[src/rtl/wdog_pkg.sv]
package wdog_pkg;

  // Register select taken from byte address bits 3:2.
  // The order matters: indices 0..2 are the delayed registers.
  typedef enum logic [1:0] {
    REG_CTRL   = 2'd0,
    REG_PERIOD = 2'd1,
    REG_COUNT  = 2'd2,
    REG_SVC    = 2'd3
  } wdog_reg_e;

  localparam int NUM_DELAYED = 3;

endpackage

[src/rtl/wdog_wsync.sv]
// Holds one delayed register: shadow value, settle counters, applied copy.
module wdog_wsync #(
  parameter int DW       = 32,
  parameter int BUS_LAT  = 6,
  parameter int TICK_LAT = 9
) (
  input  logic          clk_i,
  input  logic          rst_i,
  input  logic          tick_i,
  input  logic          wr_i,
  input  logic [DW-1:0] wdata_i,
  output logic          pend_o,
  output logic [DW-1:0] shadow_o,
  output logic [DW-1:0] cur_o,
  output logic          apply_o
);

  localparam int BW = (BUS_LAT  > 0) ? $clog2(BUS_LAT + 1)  : 1;
  localparam int TW = (TICK_LAT > 1) ? $clog2(TICK_LAT + 1) : 1;

  logic [BW-1:0] bus_cnt;
  logic [TW-1:0] tick_cnt;

  always_ff @(posedge clk_i) begin
    if (rst_i) begin
      pend_o   <= 1'b0;
      shadow_o <= '0;
      cur_o    <= '0;
      apply_o  <= 1'b0;
      bus_cnt  <= '0;
      tick_cnt <= '0;
    end else begin
      apply_o <= 1'b0;
      if (wr_i) begin
        // a fresh write replaces the value and restarts the settle window
        pend_o   <= 1'b1;
        shadow_o <= wdata_i;
        bus_cnt  <= '0;
        tick_cnt <= '0;
      end else if (pend_o) begin
        if (bus_cnt != BW'(BUS_LAT)) begin
          bus_cnt <= bus_cnt + 1'b1;
        end else if (tick_i) begin
          if (tick_cnt == TW'(TICK_LAT - 1)) begin
            pend_o  <= 1'b0;
            cur_o   <= shadow_o;
            apply_o <= 1'b1;
          end else begin
            tick_cnt <= tick_cnt + 1'b1;
          end
        end
      end
    end
  end

endmodule

[src/rtl/wdog_count.sv]
// Elapsed counter with two-stage overflow escalation.
module wdog_count #(
  parameter int PW  = 12,
  parameter int PRE = 20,
  localparam int CW = PW + PRE
) (
  input  logic          clk_i,
  input  logic          rst_i,
  input  logic          tick_i,
  input  logic          en_i,
  input  logic [PW-1:0] period_i,
  input  logic          svc_i,
  input  logic          reinit_i,
  output logic [CW-1:0] cnt_o,
  output logic          irq_o,
  output logic          rst_req_o
);

  // (period+1)*2^PRE - 1 written as a concatenation, no adder needed
  logic [CW-1:0] terminal;
  assign terminal = {period_i, {PRE{1'b1}}};

  always_ff @(posedge clk_i) begin
    if (rst_i) begin
      cnt_o     <= '0;
      irq_o     <= 1'b0;
      rst_req_o <= 1'b0;
    end else if (svc_i) begin
      cnt_o <= '0;
      irq_o <= 1'b0;
    end else if (reinit_i) begin
      cnt_o <= '0;
    end else if (en_i && tick_i) begin
      if (cnt_o == terminal) begin
        cnt_o <= '0;
        if (irq_o) rst_req_o <= 1'b1;
        else       irq_o     <= 1'b1;
      end else begin
        cnt_o <= cnt_o + 1'b1;
      end
    end
  end

endmodule

[src/rtl/wdog_periph.sv]
module wdog_periph
  import wdog_pkg::*;
#(
  parameter int ADDR_W        = 4,
  parameter int DATA_W        = 32,
  parameter int PERIOD_W      = 12,
  parameter int PRESCALE_LOG2 = 20,
  parameter int BUS_LAT       = 6,
  parameter int TICK_LAT      = 9
) (
  input  logic              clk_i,
  input  logic              rst_i,
  input  logic              tick_i,
  input  logic              bus_we_i,
  input  logic [ADDR_W-1:0] bus_addr_i,
  input  logic [DATA_W-1:0] bus_wdata_i,
  output logic [DATA_W-1:0] bus_rdata_o,
  output logic              irq_o,
  output logic              sys_rst_req_o
);

  localparam int CW    = PERIOD_W + PRESCALE_LOG2;
  localparam int P_LSB = DATA_W - PERIOD_W;

  wdog_reg_e reg_sel;
  assign reg_sel = wdog_reg_e'(bus_addr_i[3:2]);

  logic [DATA_W-1:0] wmask  [NUM_DELAYED];
  logic [DATA_W-1:0] shadow [NUM_DELAYED];
  logic [DATA_W-1:0] cur    [NUM_DELAYED];
  logic              pend   [NUM_DELAYED];
  logic              apply  [NUM_DELAYED];

  always_comb begin
    wmask[REG_CTRL]   = DATA_W'(1);
    wmask[REG_PERIOD] = {{PERIOD_W{1'b1}}, {P_LSB{1'b0}}};
    wmask[REG_COUNT]  = '1;
  end

  for (genvar g = 0; g < NUM_DELAYED; g++) begin : g_sync
    wdog_wsync #(
      .DW(DATA_W), .BUS_LAT(BUS_LAT), .TICK_LAT(TICK_LAT)
    ) u_sync (
      .clk_i    (clk_i),
      .rst_i    (rst_i),
      .tick_i   (tick_i),
      .wr_i     (bus_we_i && (reg_sel == wdog_reg_e'(g))),
      .wdata_i  (bus_wdata_i & wmask[g]),
      .pend_o   (pend[g]),
      .shadow_o (shadow[g]),
      .cur_o    (cur[g]),
      .apply_o  (apply[g])
    );
  end

  logic          svc;
  logic [CW-1:0] cnt;

  assign svc = bus_we_i && (reg_sel == REG_SVC) && bus_wdata_i[0];

  wdog_count #(.PW(PERIOD_W), .PRE(PRESCALE_LOG2)) u_count (
    .clk_i     (clk_i),
    .rst_i     (rst_i),
    .tick_i    (tick_i),
    .en_i      (cur[REG_CTRL][0]),
    .period_i  (cur[REG_PERIOD][DATA_W-1:P_LSB]),
    .svc_i     (svc),
    .reinit_i  (apply[REG_COUNT]),
    .cnt_o     (cnt),
    .irq_o     (irq_o),
    .rst_req_o (sys_rst_req_o)
  );

  logic [DATA_W-1:0] rd_next;
  always_comb begin
    unique case (reg_sel)
      REG_CTRL:   rd_next = shadow[REG_CTRL];
      REG_PERIOD: rd_next = shadow[REG_PERIOD];
      REG_COUNT:  rd_next = pend[REG_COUNT] ? shadow[REG_COUNT] : DATA_W'(cnt);
      default:    rd_next = DATA_W'(irq_o);
    endcase
  end

  always_ff @(posedge clk_i) begin
    if (rst_i) bus_rdata_o <= '0;
    else       bus_rdata_o <= rd_next;
  end

  logic unused_bits;
  assign unused_bits = ^{bus_addr_i, cur[REG_CTRL][DATA_W-1:1], cur[REG_COUNT],
                         cur[REG_PERIOD][P_LSB-1:0], apply[REG_CTRL],
                         apply[REG_PERIOD], pend[REG_CTRL], pend[REG_PERIOD]};

endmodule

[config.mk]
export PLATFORM = sky130hd
export DESIGN_NAME = wdog_periph
export DESIGN_NICKNAME = d
export VERILOG_FILES = /design/src/rtl/wdog_pkg.sv /design/src/rtl/wdog_wsync.sv /design/src/rtl/wdog_count.sv /design/src/rtl/wdog_periph.sv
export SDC_FILE = /design/constraint.sdc
export NUM_CORES = 1
export LEC_CHECK = 0
export ABC_AREA = 0
export CORE_AREA = 2 2 110 112
export DETAILED_ROUTE_END_ITERATION = 10
export DIE_AREA = 0 0 112 114
export DONT_BUFFER_PORTS = 1
export PLACE_DENSITY = 0.75
export SYNTH_ARGS = -nofsm -noshare
export SYNTH_HDL_FRONTEND = slang
export SYNTH_SLANG_ARGS = --single-unit
export TNS_END_PERCENT = 30
[constraint.sdc]
create_clock -name clk_i -period 2.1 [get_ports clk_i]
set_clock_uncertainty 0.05 [all_clocks]
set_input_delay 0.105 -clock clk_i [delete_from_list [all_inputs] [get_ports clk_i]]
set_output_delay 0.105 -clock clk_i [all_outputs]
set_load 0.05 [all_outputs]
==> summary.md, run 1 <==
| Metric | Value |
|---|---|
| GRT Total Usage | 0.230 |
| Cells after Synth | 719 |
| Core area | between 10000 and 15000 µm² |
| Endpoints failing setup | 0 |
| CTS buffer count | 17 |
| Initial antenna violation count | 0 |
| Sw frac | 0.211 |
| Pwr Total | around 6.5 mW |
| Number of vias per cell | between 5 and 6 |
| Antenna diode count | 0 |
| First-pass GRT wire length | about 24000 µm |
| DR WL/cell | roughly 15 µm |
| Asr flop ratio synth | 0 |
| Row count | 40 |
| Post-CTS setup buffer count | 0 |
| Worst-path clk slew | 0.06 ns |
| NetSw | 1.37 mW |
| PostCTS Resize Cnt | 0 |
| Number of synthesized register bits | ~150 |
| Required time of the critical path | 2.39 ns |
| Total Wirelength | approximately 14000 µm |
| GRT overflow | 0 |
| Sequential fraction of the synthesis area | 0.478 |
| Crit end category | flop |
| Chip width | between 100 and 150 µm |
| Period minus WS final | ~1.9 ns |
| Power per cell area | approximately 870 nW/µm² |
| Post-synthesis mux area share | 0.0586 |
| Max VDD drop | around 900 µV |
| Startpoint types | flop |
| Worst slew pin tran | between 0.6 and 0.7 ns |
| Launching point of the worst reg2reg path | g_sync[1].u_sync.tick_cnt[0] |
| EDFF count, synth | 0 |
| Final worst-path cycle share | 0.908 |
| Final hold viol count | 0 |
| Leak | 2.77 nW |
| Post-Synth Adder-Cell Area | 0.0261 |
| First-pass iteration count of the detailed router | 5 |
| Sequential share of power | 0.447 |
| Max Clk Rate | 524 MHz |
| Post-Synth XOR/XNOR Area | 0.0716 |
| Worst Path Max Fanout | 12 |
| Int Power | 5.12 mW |
| I/O Buffers | 0 |
| Compound-gate portion of the synthesized area | 0.0891 |
| Unique masters post-synth | 45 |
| Clock Latency Late Sink | ~0.42 ns |
| Synth Warn # | 0 |
| CTS root buffer | clkbuf_16 |
| HP Start | tick_i |
| Nets@finish | approximately 820 |
| Starting Density | 0.532 |
| Slew HR | 0.543 |
| H-tree Lvls | 4 |
| Max Transition Viols Final | 0 |
| Yosys top cell area share | 0.478 |
| DP HPWL | 9230 µm |
| Area delta synth->final | 19.7% |
| Vias in the first global route | about 5000 |
| Die area | 12800 µm² |
| Vias | roughly 5000 |
| Clock Sinks | 149 |
| CP startpoint | g_sync[1].u_sync.tick_cnt[0] |
| Top cells by area, synth | dfxtp_1 (48%), nand2_1 (8.5%), a21oi_1 (5.5%) |
| DIE HEIGHT | 114 µm |
| Hold Buf Count CTS | 41 |
| Simple logic cell fraction of the synthesized area | 0.234 |
| Worst-case reg-to-reg path depth | 7 |
| I/O pins | 74 |
| Hold depth | 3 |
| TritonCTS clock tree | yes |
| Total of max-cap violations | 0 |
| Drt initial violations | 392 |
| Hold WS | 0.0392 ns |
| WS Path Type | flop to flop |
| Combinational share of power | 0.044 |
| Syn Nets | around 770 |
| Max clock buf depth | 2 |
| Clock share of power | 0.509 |
| Synth Flop Type | dfxtp_1 |
| DRC | 0 |
| Fillers | 940 |
| Layout cells sized above 1 | 0.0968 |
| Mean Syn Cell Area | 8.67 µm² |
| Antenna-violating nets left | 0 |
| Worst hold-check path type | primary input to flop |
| Post-synth top area cell | dfxtp_1 |
| Largest net degree at the start of global routing | 76 |
| Final TNS setup | 0 ns |
| Routability cong. | just over 0.8 |
| Status | completed |
| Largest family of logic cells by synthesized area | simple AND/OR/NAND/NOR gates |
| RSZ-0062 raised after global routing | no |
| Arrival @ worst endpoint | between 2 and 2.5 ns |
| Post-Syn Area | 6240 µm² |
[path summary, 6_finish.rpt]
path                                   end  slack [ns]
max             g_sync[1].u_sync.cur_o[21]        0.19
min                g_sync[1].u_sync.pend_o        0.04
max reg2reg     g_sync[1].u_sync.cur_o[21]        0.19
min reg2reg  g_sync[2].u_sync.shadow_o[24]        0.41
[power groups by stage]
| stage | logic (mW) | registers [mW] | clock network (mW) |
|---|---|---|---|
| 2_1_floorplan | 0.165 | 2.96 | 0 |
| 3_3_place_gp | 0.179 | 2.96 | 0 |
| 3_5_place_dp | 0.186 | 2.96 | 0 |
| 4_1_cts | 0.280 | 2.90 | 3.35 |
| 5_1_grt | 0.312 | 2.91 | 3.46 |
| 6_report | 0.286 | 2.90 | 3.31 |
[stage by stage]
stage / worst slack, ns / instances / util / cell area [µm²]
floorplan: 0.238 / 719 / - / 6240
global placement: 0.211 / 849 / 0.545 / 6390
detailed placement: 0.212 / 849 / 0.545 / 6390
CTS: 0.198 / 922 / 0.637 / 7460
global route: 0.0378 / 922 / 0.637 / 7460
finish: 0.193 / 922 / 0.637 / 7460
[area by class of cell]
class | instances | area, µm² | area share
repair buffers | 64 | 601 | 0.0805
well taps | 147 | 184 | 0.0246
clock buffers | 19 | 443 | 0.0594
clock inverters | 13 | 205 | 0.0275
flip-flops and latches | 149 | 2980 | 0.400
multi-input cells | 515 | 2990 | 0.401
inverters | 15 | 56.3 | 0.00755
[registers in the layout, summed over array words and instances (netlist names)]
register	flops
g_sync.u_sync.shadow_o	45
bus_rdata_o	32
u_count.cnt_o	32
g_sync.u_sync.cur_o	13
g_sync.u_sync.tick_cnt	12
g_sync.u_sync.bus_cnt	9
g_sync.u_sync.pend_o	3
g_sync.u_sync.apply_o	1
u_count.irq_o	1
u_count.rst_req_o	1
[cells by family (layout without fill, tap and decap cells)]
group / after synthesis / in the layout
mux: 35 / 35
simple gates: 319 / 319
xor+xnor: 51 / 51
fa+ha+maj: 13 / 13
compound gates: 97 / 97
flops: 149 / 149
buf+inv: 55 / 111
[synth_stat cells, types with 2 or more instances]
master    count
nand3_1      14
and4_2        2
and3_1        9
a22oi_1      13
and4_1        8
or3_1         2
nand2b_1      2
ha_1         13
nor3_1       15
xnor2_1      24
buf_6         5
mux2i_1      23
nor4_1        4
clkbuf_1     26
buf_4         4
xor2_1       27
nand3b_1      3
a211oi_1      3
mux2_2       12
a21oi_1      68
o21ai_0       6
nand2_1     141
nor2b_1       3
inv_1        15
nand4_1      11
and2_1        6
a21boi_0      2
dfxtp_1     149
nor2_1       88
and4b_1       3
buf_2         4
[critical path: stages, from the launching register on]
cell	delay (ns)
dfxtp_1	0.34
inv_1	0.06
ha_1	0.13
and3b_1	0.19
and4_1	0.22
and3_1	0.53
nand2_1	0.11
a21oi_1	0.18
[placed cells by master (no fill, tap or decap), drive strengths merged, types with 5 or more instances in the layout]
master         n
and2           6
nor3          15
mux2          12
a21oi         68
xnor2         24
nor2          88
inv           15
ha            13
bufinv         5
buf           24
nand4         11
and3           9
dfxtp        149
nand3         16
clkbuf        19
nor4           5
a22oi         13
nand2        141
xor2          27
o21ai          7
dlygate4sd3   40
clkinv         5
mux2i         23
and4          10
[metal layers]
metal / wire length, µm / vias up / GRT usage
met3: 758 / 30 / 0.0648
met1: 6090 / 2448 / 0.268
met4: 281 / 0 / 0.0902
met2: 7140 / 138 / 0.402
li1: - / 2489 / -
met5: 0 / - / 0
Power figures use the tool's default switching activity.
==> run 2: changes to the inputs <==
GPL_TIMING_DRIVEN = 0   (was unset)
REMOVE_ABC_BUFFERS = 1   (was unset)
==> run 2 against run 1 <==
Non-clock buffer count shrank 22; cell area shrank 3.1%; global-route usage fell by 0.85 points; combinational power decreased by 3%; cell count decreased by 2.4%; via count down 2.8%; first-iteration DRC count is 20% lower; critical path type unchanged.
==> summary.md, run 2 (synthesis results as in run 1) <==
| Metric | Value |
|---|---|
| Multi-input gate area | 3020 µm² (+0.96%) |
| Hold depth | 3 (unchanged) |
| TritonCTS clock tree | yes |
| R2R Path End | u_count.cnt_o[24] |
| Max VDD drop | 630 µV (-31%) |
| DIE HEIGHT | 114 µm (unchanged) |
| WS Path Type | flop to flop |
| Antenna-violating nets left | 0 (unchanged) |
| Crit end category | flop |
| CTS root buffer | clkbuf_16 |
| DP HPWL | 8640 µm (-6.4%) |
| HP Start | tick_i |
| RSZ-0062 raised after global routing | yes |
| Post-layout utilization of the core | 0.618 (-0.0197) |
| Layout cells sized above 1 | 0.0744 (-0.0224) |
| Arrival @ worst endpoint | 2.27 ns (+0.07 ns) |
| Flop2flop setup slack | 0.08 ns (-0.11 ns) |
| First-pass GRT wire length | 22700 µm (-3.4%) |
| Max Clk Rate | 495 MHz (-5.5%) |
| Total of max-cap violations | 0 (unchanged) |
| Routability cong. | 0.812 (-1.1%) |
| Final hold viol count | 0 (unchanged) |
| Initial antenna violation count | 0 (unchanged) |
| Worst Path Max Fanout | 7 (-5) |
| Row count | 40 (unchanged) |
| Commonest non-fill, non-tap cell in the layout | dfxtp_1 |
| H-tree Lvls | 4 (unchanged) |
| I/O pins | 74 (unchanged) |
| I/O Buffers | 0 (unchanged) |
| Vias in the first global route | 4783 (-5.7%) |
| Max clock buf depth | 2 (unchanged) |
| Slew HR | 0.477 (-0.0659) |
| Worst-path clk slew | 0.06 ns (about the same) |
| Largest net degree at the start of global routing | 76 (unchanged) |
| Period minus WS final | 2.02 ns (+0.111 ns) |
| Max reg flops | 45 (unchanged) |
| Starting Density | 0.532 (unchanged) |
| Area delta synth->final | 16.0% |
| Die area | 12800 µm² (unchanged) |
| Max Transition Viols Final | 0 (unchanged) |
| Clock Sinks | 149 (unchanged) |
| DRC | 0 (unchanged) |
| CTS buffer count | 17 (unchanged) |
| Antenna diode count | 0 (unchanged) |
| Largest regs | g_sync.u_sync.shadow_o x45, bus_rdata_o x32, u_count.cnt_o x32 |
| DR WL/cell | 15.4 µm (-0.26%) |
| Reg area | 2980 µm² (unchanged) |
| Launching point of the worst reg2reg path | u_count.cnt_o[27] |
| Leak | 2.63 nW (-5.0%) |
| Worst slew pin tran | 0.782 ns (+0.0987 ns) |
| Largest Register | g_sync.u_sync.shadow_o |
| Setup WS post-layout | 0.0813 ns (-0.111 ns) |
| Required time of the critical path | 2.35 ns (-0.04 ns) |
| Post-Place Worst Slack | -1.05 ns (-1.26 ns) |
| WHS Endpoint | g_sync[1].u_sync.tick_cnt[1] |
| First-pass iteration count of the detailed router | 5 (unchanged) |
| Most frequent cells in the layout | dfxtp_1 (148), nand2_1 (140), nor2_1 (88) |
| Clock Latency Late Sink | 0.42 ns (about the same) |
| Core area | 11700 µm² (unchanged) |
| Startpoint types | flop |
| Worst hold-check path type | primary input to flop |
| Number of vias per cell | 5.51 (-0.45%) |
| Chip width | 112 µm (unchanged) |
| Endpoints failing setup | 0 (unchanged) |
| Power per cell area | 812 nW/µm² (-6.7%) |
| GRT Total Usage | 0.221 (-0.00853) |
| Final worst-path cycle share | 0.961 (+0.0531) |
| GRT overflow | 0 (unchanged) |
| Status | completed |
| Worst-case reg-to-reg path depth | 5 (-2) |
| Drt initial violations | 314 (-20%) |
| Nets@finish | 794 (-2.6%) |
| Fillers | 998 (+6.2%) |
| Vias | 4961 (-2.8%) |
| Total Wirelength | 13900 µm (-2.6%) |
## run 2: report_power, final
| group | internal (mW) | switching, mW |
|---|---|---|
| Sequential | 2.87 | 0.0421 |
| Clock | 1.59 | 1.10 |
| Combinational | 0.123 | 0.155 |
| Total | 4.58 | 1.30 |
## run 2: per-layer routing
layer  global-route usage  part of all wire  wire (µm)
met1                0.275              0.45       6190
met2                0.362              0.48       6730
met3               0.0744             0.058        800
met4               0.0772             0.012        173
met5                    0                 0          0
## run 2: worst max-delay path by stage
stage | startpoint | to | slack [ns] | cells after the start
6_report | u_count.cnt_o[27] | u_count.cnt_o[24] | 0.08 | 5
5_1_grt | bus_addr_i[3] | g_sync[2].u_sync.shadow_o[27] | -0.04 | 5
4_1_cts | u_count.cnt_o[0] | u_count.cnt_o[9] | 0.02 | 6
3_5_place_dp | bus_addr_i[3] | g_sync[2].u_sync.shadow_o[0] | -1.05 | 4
3_3_place_gp | bus_addr_i[3] | g_sync[2].u_sync.shadow_o[0] | -0.93 | 4
2_1_floorplan | g_sync[2].u_sync.pend_o | g_sync[2].u_sync.tick_cnt[3] | -0.29 | 5
## run 2: worst max-delay path: stages, from the launching register on
cell	delay (ns)
dfxtp_1	0.49
xor2_1	0.12
nor4_1	0.34
nand3_2	0.26
and3b_2	0.30
or3_1	0.34
## run 2: area by class of cell
class / count / area share
Multi-Input combinational cell: 516 / 0.417
Sequential cell: 149 / 0.413
Clock buffer: 26 / 0.0676
Timing Repair Buffer: 42 / 0.0657
Tap cell: 147 / 0.0254
Inverter: 15 / 0.00779
Clock inverter: 5 / 0.00346
## run 2: what timing repair did
action	CTS	global route
hold buffers	39	0
gates cloned	1	0
hold endpoints to repair	90	0
setup buffers	1	1
setup endpoints to repair	80	15
pin swaps	2	1
resized for setup	6	1
## run 2: stage by stage
step	cells	power (mW)	area (µm²)	TNS [ns]	hold slack [ns]
2_1_floorplan	679	3.09	6030	-0.874	0.124
4_1_cts	899	5.90	7210	0	0.00885
5_1_grt	900	6.05	7230	-0.0540	0.0309
6_report	900	5.87	7230	0	0.0169
3_3_place_gp	826	3.12	6210	-40.05	0.132
3_5_place_dp	827	3.14	6240	-45.71	0.133
==> run 3: changes to the inputs <==
CORE_AREA = 2 2 107 109   (was 2 2 110 112)
DIE_AREA = 0 0 109 111   (was 0 0 112 114)
PLACE_DENSITY = 0.79   (was 0.75)
==> run 3 against run 2 <==
Sequential power about the same; sequential share of layout area decreased by 0.73 points; critical path depth unchanged; via count increased by 0.56%; power increased by 10%; cell area increased by 1.9%; worst hold slack got worse by 0.0066 ns; flip-flop and latch count unchanged; count of clock-buffer cells in the layout decreased by 4; clock power increased by 22%; critical path type unchanged.
==> summary.md, run 3 (synthesis results as in run 1) <==
| Metric | Value |
|---|---|
| Critical Path Slowest Stage Cell | nor4_1 |
| Worst slew pin tran | 0.779 ns (-0.00363 ns) |
| Worst-path clk slew | 0.06 ns (about the same) |
| Slew HR | 0.479 (+0.00133) |
| Reg area | 2990 µm² (about the same) |
| Final hold viol count | 0 (unchanged) |
| Routability cong. | 0.830 (+2.2%) |
| Final design area excluding fillers | 7370 µm² (+1.9%) |
| Fillers | 838 (-16%) |
| Nets@finish | 795 (+0.13%) |
| Final worst-path cycle share | 0.949 (-0.0122) |
| Largest Register | g_sync.u_sync.shadow_o |
| First-pass GRT wire length | 22700 µm (about the same) |
| Layout cells sized above 1 | 0.0822 (+0.00786) |
| I/O pins | 74 (unchanged) |
| Starting Density | 0.563 (+0.0305) |
| Worst-case reg-to-reg path depth | 5 (unchanged) |
| Final TNS setup | 0 ns (unchanged) |
| CTS root buffer | clkbuf_16 |
| Core area | 11100 µm² (-5.4%) |
| GRT Total Usage | 0.238 (+0.0170) |
| Largest regs | g_sync.u_sync.shadow_o x45, bus_rdata_o x32, u_count.cnt_o x32 |
| Cells along the critical path | xor2_1 -> nor4_1 -> nand3_2 -> and3b_2 -> or3_1 |
| Number of vias per cell | 5.56 (+0.90%) |
| Post-place instance area | 6240 µm² (about the same) |
| Clock Sinks | 149 (unchanged) |
| Period minus WS final | 1.99 ns (-0.0257 ns) |
| Die area | 12100 µm² (-5.2%) |
| DP HPWL | 8560 µm (-0.92%) |
| Vias | 4989 (+0.56%) |
| Commonest non-fill, non-tap cell in the layout | dfxtp_1 |
| I/O Buffers | 0 (unchanged) |
| Worst Path Max Fanout | 7 (unchanged) |
| WS Path Type | flop to flop |
| Drt initial violations | 293 (-6.7%) |
| DR WL/cell | 15.4 µm (-0.40%) |
| Row count | 39 (-2.5%) |
| Hold depth | 4 (+1) |
| Total Wirelength | 13800 µm (-0.73%) |
| DIE HEIGHT | 111 µm (-2.6%) |
| Crit-path max cell delay | 0.37 ns (-0.12 ns) |
| Crit end category | flop |
| Arrival @ worst endpoint | 2.24 ns (-0.03 ns) |
| Max clock buf depth | 2 (unchanged) |
| Vias in the first global route | 4871 (+1.8%) |
| GRT overflow | 0 (unchanged) |
| Initial antenna violation count | 0 (unchanged) |
| Max Transition Viols Final | 0 (unchanged) |
| Multi-input gate area | 3020 µm² (+0.17%) |
| DRC | 0 (unchanged) |
| Status | completed |
| Most frequent cells in the layout | dfxtp_1 (147), nand2_1 (140), nor2_1 (88) |
| RSZ-0062 raised after global routing | no |
| Required time of the critical path | 2.35 ns (about the same) |
| Antenna-violating nets left | 0 (unchanged) |
| TritonCTS clock tree | yes |
| Largest net degree at the start of global routing | 76 (unchanged) |
| Max VDD drop | 583 µV (-7.4%) |
| Max reg flops | 45 (unchanged) |
| Clock Latency Late Sink | 0.42 ns (about the same) |
| H-tree Lvls | 4 (unchanged) |
| Power per cell area | 880 nW/µm² (+8.3%) |
| CTS buffer count | 17 (unchanged) |
| Endpoints failing setup | 0 (unchanged) |
| Worst hold-check path type | primary input to flop |
| Startpoint types | flop |
| Leak | 2.68 nW (+2.1%) |
| Max Clk Rate | 502 MHz (+1.3%) |
| Chip width | 109 µm (-2.7%) |
| Antenna diode count | 0 (unchanged) |
| Area delta synth->final | 18.1% |
| Total of max-cap violations | 0 (unchanged) |
| First-pass iteration count of the detailed router | 8 (+3) |
[run 3: final cells by class]
type,instances,area share
clock buffer,22,0.0630
clock inverter,9,0.0238
inverter,15,0.00764
multi-input combinational,516,0.410
sequential,149,0.405
tap,143,0.0243
timing repair buffer,43,0.0656
[run 3: worst paths after layout]
check / start / end / slack (ns)
setup reg to reg: u_count.cnt_o[30] / u_count.cnt_o[24] / 0.11
hold reg to reg: g_sync[2].u_sync.shadow_o[13] / g_sync[2].u_sync.shadow_o[13] / 0.41
setup / recovery: u_count.cnt_o[30] / u_count.cnt_o[24] / 0.11
hold / removal: tick_i / g_sync[1].u_sync.tick_cnt[1] / 0.01
[run 3: timing repair]
item | 4_1_cts | 5_1_grt
resized for setup | 6 | 3
endpoints found under the setup margin | 80 | 19
pin swaps | 1 | 1
hold buffers | 39 | 0
buffers inserted | 2 | 1
endpoints found under the hold margin | 84 | 0
gates cloned | 1 | 0
[run 3: worst max-delay path: cells and delay by family (launching register included)]
family	cells	cell delay, ns
flip-flops	1	0.36
AND/OR/NAND/NOR	4	1.29
XOR/XNOR	1	0.18
[run 3: through the flow]
stage | hold WS, ns | std cells | utilization | setup slack (ns) | power [mW]
global placement | 0.131 | 822 | 0.560 | -0.924 | 3.12
finish | 0.0102 | 897 | 0.665 | 0.107 | 6.48
detailed placement | 0.133 | 823 | 0.563 | -0.994 | 3.14
floorplan | 0.124 | 679 | - | -0.286 | 3.09
CTS | 0.00814 | 896 | 0.663 | -0.00489 | 6.49
global route | 0.0309 | 897 | 0.665 | 0.00201 | 6.64
[run 3: report_power, final]
part           switching [mW]  internal, mW
Clock                    1.13          2.16
Sequential             0.0407          2.87
Combinational           0.157         0.124
Total                    1.33          5.15
[run 3: metal layers]
layer  share of wire  up-vias  track usage
li1                -     2452            -
met1            0.43     2350        0.292
met2            0.49      161        0.387
met3           0.061       26       0.0664
met4           0.017        0        0.103
met5               0        -            0
